<file path="config.mk">
export PLATFORM = sky130hd
export DESIGN_NAME = pdac_bus_ctrl
export DESIGN_NICKNAME = d
export VERILOG_FILES = /design/src/rtl/pdac_pkg.sv /design/src/rtl/pdac_timer.sv /design/src/rtl/pdac_seq.sv /design/src/rtl/pdac_rdcap.sv /design/src/rtl/pdac_bus_ctrl.sv
export SDC_FILE = /design/constraint.sdc
export NUM_CORES = 1
export LEC_CHECK = 0
export ABC_AREA = 1
export BUFFER_PORTS_ARGS = -buffer_cell sky130_fd_sc_hd__buf_2
export CAP_MARGIN = 20
export CELL_PAD_IN_SITES_DETAIL_PLACEMENT = 2
export CELL_PAD_IN_SITES_GLOBAL_PLACEMENT = 2
export CORE_MARGIN = 1
export CORE_UTILIZATION = 25
export CTS_BUF_LIST = sky130_fd_sc_hd__clkbuf_2 sky130_fd_sc_hd__clkbuf_4 sky130_fd_sc_hd__clkbuf_8
export DETAILED_ROUTE_END_ITERATION = 10
export PLACE_DENSITY_LB_ADDON = 0.1
export SETUP_SLACK_MARGIN = 0.15
export SLEW_MARGIN = 10
export SYNTH_ARGS = -nofsm -noshare
export SYNTH_HDL_FRONTEND = slang
export SYNTH_SLANG_ARGS = --single-unit
</file>
<file path="constraint.sdc">
create_clock -name clk -period 2.19 [get_ports clk]
set_input_delay 0.219 -clock clk [delete_from_list [all_inputs] [get_ports clk]]
set_output_delay 0.219 -clock clk [all_outputs]
set_load 0.02 [all_outputs]
</file>
<file path="src/rtl/pdac_pkg.sv">
`timescale 1ns/1ps
// Package: shared state type and elaboration-time helpers for the DAC bus controller.
// Assumes all timing values are non-negative picosecond figures.
package pdac_pkg;

    typedef enum logic [1:0] {
        ST_IDLE  = 2'd0,
        ST_SETUP = 2'd1,
        ST_SELLO = 2'd2,
        ST_RECOV = 2'd3
    } seq_state_t;

    // Ceiling division of a time limit by the clock period, never below one cycle.
    function automatic int unsigned span_cycles(input int unsigned t_ps, input int unsigned clk_ps);
        int unsigned n;
        n = (t_ps + clk_ps - 1) / clk_ps;
        return (n < 1) ? 1 : n;
    endfunction

    // Larger of two counts.
    function automatic int unsigned umax(input int unsigned a, input int unsigned b);
        return (a > b) ? a : b;
    endfunction

endpackage

</file>
<file path="src/rtl/pdac_timer.sv">
`timescale 1ns/1ps
// Module: pdac_timer
// Loadable down-counter that measures the length of each bus phase.
// Assumes: load takes priority. The count rests at zero, and done is high while it is zero.
module pdac_timer #(
    parameter int unsigned CW = 2
) (
    input  logic          clk,
    input  logic          rst_n,
    input  logic          load,
    input  logic [CW-1:0] load_val,
    output logic          done
);

    logic [CW-1:0] cnt_q;

    // Count register: load, or step down until zero.
    always_ff @(posedge clk) begin
        if (!rst_n)           cnt_q <= '0;
        else if (load)        cnt_q <= load_val;
        else if (cnt_q != '0) cnt_q <= cnt_q - 1'b1;
    end

    // Expiry flag.
    always_comb done = (cnt_q == '0);

    // an expired timer stays expired until reloaded
    a_r10_timer_rests: assert property (@(posedge clk) disable iff (!rst_n)
        (!load && done) |=> done);

endmodule

</file>
<file path="src/rtl/pdac_seq.sv">
`timescale 1ns/1ps
// Module: pdac_seq
// Phase sequencer. It accepts a request in idle, drives select, direction and the
// data enable from its state, and flags the cycle in which read data is sampled.
// Assumes: phase lengths are counts of at least one, and the timer is loaded on every phase entry.
module pdac_seq
    import pdac_pkg::*;
#(
    parameter int unsigned DATA_W   = 12,
    parameter int unsigned CW       = 2,
    parameter int unsigned N_WR_SU  = 1,
    parameter int unsigned N_WR_LO  = 1,
    parameter int unsigned N_WR_REC = 1,
    parameter int unsigned N_RD_SU  = 1,
    parameter int unsigned N_RD_LO  = 2,
    parameter int unsigned N_RD_REC = 1
) (
    input  logic              clk,
    input  logic              rst_n,
    input  logic              req_valid,
    input  logic              req_write,
    input  logic [DATA_W-1:0] req_wdata,
    output logic              req_ready,
    input  logic              t_done,
    output logic              t_load,
    output logic [CW-1:0]     t_val,
    output logic              smp_en,
    output logic              dac_sel_n,
    output logic              dac_rnw,
    output logic              dac_dq_oe,
    output logic [DATA_W-1:0] dac_dq_out
);

    seq_state_t        state_q, state_d;
    logic              is_wr_q;
    logic [DATA_W-1:0] wdata_q;

    // State and latched command registers.
    always_ff @(posedge clk) begin
        if (!rst_n) begin
            state_q <= ST_IDLE;
            is_wr_q <= 1'b0;
            wdata_q <= '0;
        end else begin
            state_q <= state_d;
            if (state_q == ST_IDLE && req_valid) begin
                is_wr_q <= req_write;
                wdata_q <= req_wdata;
            end
        end
    end

    // Next phase, timer reload value and read-sample strobe.
    always_comb begin
        state_d = state_q;
        t_load  = 1'b0;
        t_val   = '0;
        smp_en  = 1'b0;
        case (state_q)
            ST_IDLE: if (req_valid) begin
                state_d = ST_SETUP;
                t_load  = 1'b1;
                t_val   = req_write ? CW'(N_WR_SU - 1) : CW'(N_RD_SU - 1);
            end
            ST_SETUP: if (t_done) begin
                state_d = ST_SELLO;
                t_load  = 1'b1;
                t_val   = is_wr_q ? CW'(N_WR_LO - 1) : CW'(N_RD_LO - 1);
            end
            ST_SELLO: if (t_done) begin
                state_d = ST_RECOV;
                t_load  = 1'b1;
                t_val   = is_wr_q ? CW'(N_WR_REC - 1) : CW'(N_RD_REC - 1);
                smp_en  = !is_wr_q;
            end
            ST_RECOV: if (t_done) state_d = ST_IDLE;
            default:  state_d = ST_IDLE;
        endcase
    end

    // Bus and handshake outputs decoded from the registered phase.
    always_comb begin
        req_ready  = (state_q == ST_IDLE);
        dac_sel_n  = (state_q != ST_SELLO);
        dac_dq_oe  = is_wr_q && (state_q != ST_IDLE);
        dac_rnw    = !dac_dq_oe;
        dac_dq_out = wdata_q;
    end

    // direction steady across a falling select edge
    a_r4_dir_at_fall: assert property (@(posedge clk) disable iff (!rst_n)
        $fell(dac_sel_n) |-> $stable(dac_rnw));
    // direction steady across a rising select edge
    a_r4_dir_at_rise: assert property (@(posedge clk) disable iff (!rst_n)
        $rose(dac_sel_n) |-> $stable(dac_rnw));
    // no drive while the converter may be driving, and none in the cycle before
    a_r8_quiet_read: assert property (@(posedge clk) disable iff (!rst_n)
        (!dac_sel_n && dac_rnw) |-> (!dac_dq_oe && $past(!dac_dq_oe)));
    // write word and enable still present when select rises
    a_r3_write_hold: assert property (@(posedge clk) disable iff (!rst_n)
        ($rose(dac_sel_n) && !dac_rnw) |-> (dac_dq_oe && $stable(dac_dq_out)));
    // an idle controller leaves the bus released
    a_r9_idle_bus: assert property (@(posedge clk) disable iff (!rst_n)
        req_ready |-> (dac_sel_n && !dac_dq_oe));

endmodule

</file>
<file path="src/rtl/pdac_rdcap.sv">
`timescale 1ns/1ps
// Module: pdac_rdcap
// Captures the converter data lines on the sample strobe and raises a one-cycle response pulse.
// Assumes the strobe is never high in two consecutive cycles.
module pdac_rdcap #(
    parameter int unsigned DATA_W = 12
) (
    input  logic              clk,
    input  logic              rst_n,
    input  logic              smp_en,
    input  logic [DATA_W-1:0] dac_dq_in,
    output logic              rsp_valid,
    output logic [DATA_W-1:0] rsp_rdata
);

    // Response register: pulse plus held data word.
    always_ff @(posedge clk) begin
        if (!rst_n) begin
            rsp_valid <= 1'b0;
            rsp_rdata <= '0;
        end else begin
            rsp_valid <= smp_en;
            if (smp_en) rsp_rdata <= dac_dq_in;
        end
    end

    // the response pulse lasts one cycle
    a_r6_single_pulse: assert property (@(posedge clk) disable iff (!rst_n)
        rsp_valid |=> !rsp_valid);

endmodule

</file>
<file path="src/rtl/pdac_bus_ctrl.sv">
`timescale 1ns/1ps
// Module: pdac_bus_ctrl (top)
// Host-side controller for a parallel converter bus. It turns picosecond limits into
// cycle counts and joins the sequencer, the phase timer and the readback capture.
// Assumes the clock period is at least 1 ps and the limits are fixed at elaboration.
module pdac_bus_ctrl
    import pdac_pkg::*;
#(
    parameter int unsigned DATA_W     = 12,
    parameter int unsigned CLK_PS     = 20000,
    parameter int unsigned T_CSLO_PS  = 10000,
    parameter int unsigned T_DSU_PS   = 6000,
    parameter int unsigned T_RWCS_PS  = 5000,
    parameter int unsigned T_CSHI_PS  = 9000,
    parameter int unsigned T_ACC_PS   = 40000,
    parameter int unsigned T_RELQ_PS  = 10000
) (
    input  logic              clk,
    input  logic              rst_n,
    input  logic              req_valid,
    output logic              req_ready,
    input  logic              req_write,
    input  logic [DATA_W-1:0] req_wdata,
    output logic              rsp_valid,
    output logic [DATA_W-1:0] rsp_rdata,
    output logic              dac_sel_n,
    output logic              dac_rnw,
    output logic [DATA_W-1:0] dac_dq_out,
    output logic              dac_dq_oe,
    input  logic [DATA_W-1:0] dac_dq_in
);

    localparam int unsigned N_WR_SU  = 1;
    localparam int unsigned N_WR_LO  = umax(span_cycles(T_CSLO_PS, CLK_PS), span_cycles(T_DSU_PS, CLK_PS));
    localparam int unsigned N_WR_REC = span_cycles(T_CSHI_PS, CLK_PS);
    localparam int unsigned N_RD_SU  = span_cycles(T_RWCS_PS, CLK_PS);
    localparam int unsigned N_RD_LO  = umax(span_cycles(T_ACC_PS, CLK_PS), span_cycles(T_CSLO_PS, CLK_PS));
    localparam int unsigned N_RD_REC = umax(span_cycles(T_CSHI_PS, CLK_PS), span_cycles(T_RELQ_PS, CLK_PS));
    localparam int unsigned N_MAX    = umax(umax(umax(N_WR_LO, N_WR_REC), umax(N_RD_SU, N_RD_LO)), N_RD_REC);
    localparam int unsigned CW       = (N_MAX < 2) ? 1 : $clog2(N_MAX);

    logic          t_load, t_done, smp_en;
    logic [CW-1:0] t_val;

    pdac_seq #(
        .DATA_W(DATA_W), .CW(CW),
        .N_WR_SU(N_WR_SU), .N_WR_LO(N_WR_LO), .N_WR_REC(N_WR_REC),
        .N_RD_SU(N_RD_SU), .N_RD_LO(N_RD_LO), .N_RD_REC(N_RD_REC)
    ) u_seq (
        .clk(clk), .rst_n(rst_n),
        .req_valid(req_valid), .req_write(req_write), .req_wdata(req_wdata),
        .req_ready(req_ready),
        .t_done(t_done), .t_load(t_load), .t_val(t_val),
        .smp_en(smp_en),
        .dac_sel_n(dac_sel_n), .dac_rnw(dac_rnw),
        .dac_dq_oe(dac_dq_oe), .dac_dq_out(dac_dq_out)
    );

    pdac_timer #(.CW(CW)) u_timer (
        .clk(clk), .rst_n(rst_n),
        .load(t_load), .load_val(t_val), .done(t_done)
    );

    pdac_rdcap #(.DATA_W(DATA_W)) u_rdcap (
        .clk(clk), .rst_n(rst_n),
        .smp_en(smp_en), .dac_dq_in(dac_dq_in),
        .rsp_valid(rsp_valid), .rsp_rdata(rsp_rdata)
    );

    // no response pulse while the controller reports idle before any access
    a_r9_no_rsp_in_idle: assert property (@(posedge clk) disable iff (!rst_n)
        (req_ready && $past(req_ready)) |-> !rsp_valid);

endmodule

</file>
== Word level (Yosys, flattened, before mapping) ==
Index checks and enable logic that the tools add are counted.
Word-level totals
  bits in registers: 29
  bits of input ports: 28
  logic and storage cells: 38
Operators by class
  muxes and demuxes: 15
  reductions and logical operators: 8
  equal/unequal tests: 8
  $add $sub $neg: 1
Operators with widths (count)
  2-bit inequality test (second input constant): 5
  1-bit two-way mux: 9
  2-bit two-way mux: 4
  2-bit one-hot mux with 4 select lines: 1
  2-bit equality test (second input constant): 2
  4-bit AND reduction: 1
  2-bit by 1-bit equality test with 1-bit output (second input constant): 1
  1-bit logical AND: 2
  1-bit zero test: 2
  2-bit zero test: 1
  1-bit one-hot mux with 2 select lines: 1
  2-bit nonzero test: 1
  2-bit OR reduction: 1
  1-bit subtractor (second input constant): 1

== Depth between registers and ports, before layout ==
  depth in word-level cells: 4
  depth in mapped cells: 8
  depth with buffers taken out: 8

== Modules after synthesis ==
From an unflattened synthesis, not the netlist that was laid out.
Unflattened totals
  cell total of the unflattened synthesis: 171
  area, all modules: 1242.4 sq um
By module, submodules not included
  pdac_seq: area each 666.9 sq um, instances 1, seq. area each 300.3 sq um, cells an instance 87
  pdac_rdcap: area each 538.0 sq um, instances 1, seq. area each 260.2 sq um, cells an instance 79
  pdac_timer: area each 37.5 sq um, instances 1, seq. area each 20.0 sq um, cells an instance 5

== Least setup slack after synthesis ==
Ideal clock, no wire load.
  path kind: flip-flop to output port
  from: reg u_seq.state_q[0]
  to: out dac_rnw
  arrival: 1334 ps
  stages on the path, launching flop included: 5
  setup slack: 637 ps
  cells stage by stage: dfxtp_1 -> inv_1 -> ha_1 -> nor2_1 -> inv_1
Between the ends
  word-level cells in the longest chain between the ends: 3
Ends and longest elaborated chain
  start, declared: line pdac_seq.sv:34  | seq_state_t state_q, state_d;
  start signal, assigned: line pdac_seq.sv:45  | state_q <= state_d;
  2-bit nonzero test: line pdac_seq.sv:85  | dac_dq_oe = is_wr_q && (state_q != ST_IDLE);
  1-bit logical AND: line pdac_seq.sv:85
  via dac_dq_oe: line pdac_bus_ctrl.sv:29  | output logic dac_dq_oe,
  1-bit zero test: line pdac_seq.sv:86  | dac_rnw = !dac_dq_oe;
  end, declared: line pdac_bus_ctrl.sv:27  | output logic dac_rnw,
The timed path passes the listed nets, and every way through them passes these cells.

== Worst setup path in the final report ==
  from: reg u_seq.state_q[0]
  to: out dac_rnw
Between the ends
  word-level cells in the longest chain between the ends: 3
Ends and longest elaborated chain (line)
  2-bit nonzero test: pdac_seq.sv:85
  1-bit logical AND: pdac_seq.sv:85
  1-bit zero test: pdac_seq.sv:86
No other way between the ends.

==> qor.yml <==
outcome: "complete, no violations"
final_common_cell: "nor2_1"
grt_pass1_wl_um: 5609
cts_max_level: 2
synth_area_mm2: 0.001169
cts_root_buf: "clkbuf_8"
clock_sinks: 29
drc_errors: 0
drt-total-wl_um: 3383
crit_top_cell: "inv_1"
syn_area_per_cell_um2: 7.638
antenna_cells: 0
yosys-top-cells-area: "dfxtp_1 (50%), nor2_1 (19%), o21ai_0 (9.4%)"
cp.arrival_ns: 1.41
num_vias: 1161
drv_cap: 0
dpl_cell_area_mm2: 0.001465
top_usage_layer: "met2"
drive_above_1_share_pct: 32.38
p_leak_uw: 0.0008061
met3_usage_pct: 5.195
fillers: 537
gp_congestion: 0.7341
antenna_found_initial: 0
start_util_pct: 26.47
grt_max_degree: 30
fp.coreArea_mm2: 0.004414
path_clk_slew_ns: 0.06
fin_setup_tns_ns: 0
rsz0062_at_grt: "no"
synthCells: 153
timing.final.crit_share_pct: 74.24
synth_top_cell_by_area: "dfxtp_1"
fin_worst_skew_ns: 0.005114
final_nets: 243
grt_usage_pct: 14.67
drt-initial-drc-count: 25
grt-ovfl-total: 0
hold_viol_final: 0
synth.distinct_cells: 18
slowest_delay_ns: 0.40
clk-insertion-delay-late_ns: 0.28
post_cts_buffers: 0
min_path_type: "primary input to flip-flop"
num_rows: 24
die_area_mm2: 0.004952
cts_buffer_depth: 2
ios: 57
cts_inserted_buffers: 5
syn_to_final_growth_pct: 35.65
p_per_area_mw_per_mm2: 1480
crit_required_ns: 1.97
hpwl_um: 2539
ys_warn_count: 0
synth_nets: 187
synth.yosys.seq_area_share_pct: 49.68
grt_pass1_vias: 1232
drtPass1Iterations: 2
fp.dieH_um: 70.37
met1_usage_pct: 16.76
cts_tree: "yes"
worstSetupPathType: "flip-flop to primary output"
numPortBuffers: 56
ant_nets: 0
timing.fmax_mhz: 615.1
wl_per_cell_um: 12.91
ys_ff_latch: 29
setup_viol: 0
die_width_um: 70.37
stdcell_area_mm2: 0.001585
finalNonFillerCells: 262
cts_resized: 0
peakVddDrop_v: 0.0004306
worstSetupStartpointType: "flip-flop"
period_needed_ns: 1.626
end_kind: "primary output"
crit_chain: "inv_1 > ha_1 > nor2_1 > inv_1 > buf_2"
tightestPinTransition_ns: 0.4532
cp_slowest_cell: "dfxtp_1"
holdBufCountCts: 0
drv_slew: 0
synth_top_area_share_pct: 49.68
globalRouteMet2Util_pct: 24.66
mostFrequentLayoutCells: "nor2_1 (58), buf_2 (56), dfxtp_1 (29)"
cp_max_fo: 5
slew_headroom_pct: 69.79
vias_per_cell: 4.431
placed_cells: 254
## routing by layer
layer  vias up  share of wire, %
li1        585                 -
met1       536                44
met5         -                 0
met4         0               1.4
met3         5               6.6
met2        35                48
## sequential cells by signal, indices dropped and copies added, names as in the netlist
signal,count
u_rdcap.rsp_rdata,12
u_rdcap.rsp_valid,1
u_seq.dac_dq_out,12
u_seq.is_wr_q,1
u_seq.state_q,2
u_timer.cnt_q,1
## area by class of cell
cell class	count	area [um^2]	share of cell area (%)
Tap cell	52	65.06	4.104
Clock inverter	1	30.03	1.894
Clock buffer	7	90.09	5.683
Sequential cell	29	580.6	36.62
Inverter	13	48.80	3.078
Multi-Input combinational cell	104	490.5	30.94
Timing Repair Buffer	56	280.3	17.68
## per-stage QoR
stage | total power (uW) | util [%] | hold slack (ns) | worst slack [ns]
after floorplan | 1498 | - | 0.3644 | 0.6372
after global placement | 1737 | 33.19 | 0.4557 | 0.7006
after detailed placement | 1796 | 33.19 | 0.4710 | 0.5749
after CTS | 2398 | 35.91 | 0.1766 | 0.5224
after global routing | 2536 | 35.91 | 0.1859 | 0.4037
final | 2346 | 35.91 | 0.1859 | 0.5642
## cells in the mapped netlist
master    instances
clkbuf_2          1
inv_1            12
nand4_1           1
nor2_2            1
nand2_1           6
buf_2             2
ha_1              6
clkbuf_1          1
o21ai_1           4
dfxtp_1          29
nor2_1           58
nand3_1           2
o21ai_0          22
inv_2             1
buf_4             1
buf_6             2
nand2_2           2
a21oi_1           2
## critical path: cells and delay by family, from the launching register on
kind / cells / cell delay, ns
DFF: 1 / 0.40
adders and majority gates: 1 / 0.26
and+or+nand+nor: 1 / 0.16
buffers and inverters: 3 / 0.31
## kinds of logic (layout without fill, tap and decap cells)
kind of cell / Yosys count / after routing / share of synthesized area, %
AOI/OAI and AO/OA: 28 / 28 / 11.99
adders and majority gates: 6 / 6 / 6.424
buffers and inverters: 20 / 77 / 8.350
DFF: 29 / 29 / 49.68
and+or+nand+nor: 70 / 70 / 23.56
## power breakdown
group          leakage [uW]  switching (uW)  internal, uW  total (uW)
Combinational      0.000506             654           314         967
Sequential         0.000239            95.3           696         792
Clock             0.0000619             204           383         587
## final timing paths
check	start	to	slack, ns	depth (start not counted)
max reg2reg	u_seq.state_q[0]$_SDFFE_PN0P_	u_seq.dac_dq_out[1]$_SDFFE_PN0P_	0.60	6
min reg2reg	u_rdcap.rsp_rdata[4]$_SDFFE_PN0P_	u_rdcap.rsp_rdata[4]$_SDFFE_PN0P_	0.48	2
min	dac_dq_in[9]	u_rdcap.rsp_rdata[9]$_SDFFE_PN0P_	0.19	3
max	u_seq.state_q[0]$_SDFFE_PN0P_	dac_rnw	0.56	5
No activity file was read; power rests on OpenSTA's default activity.
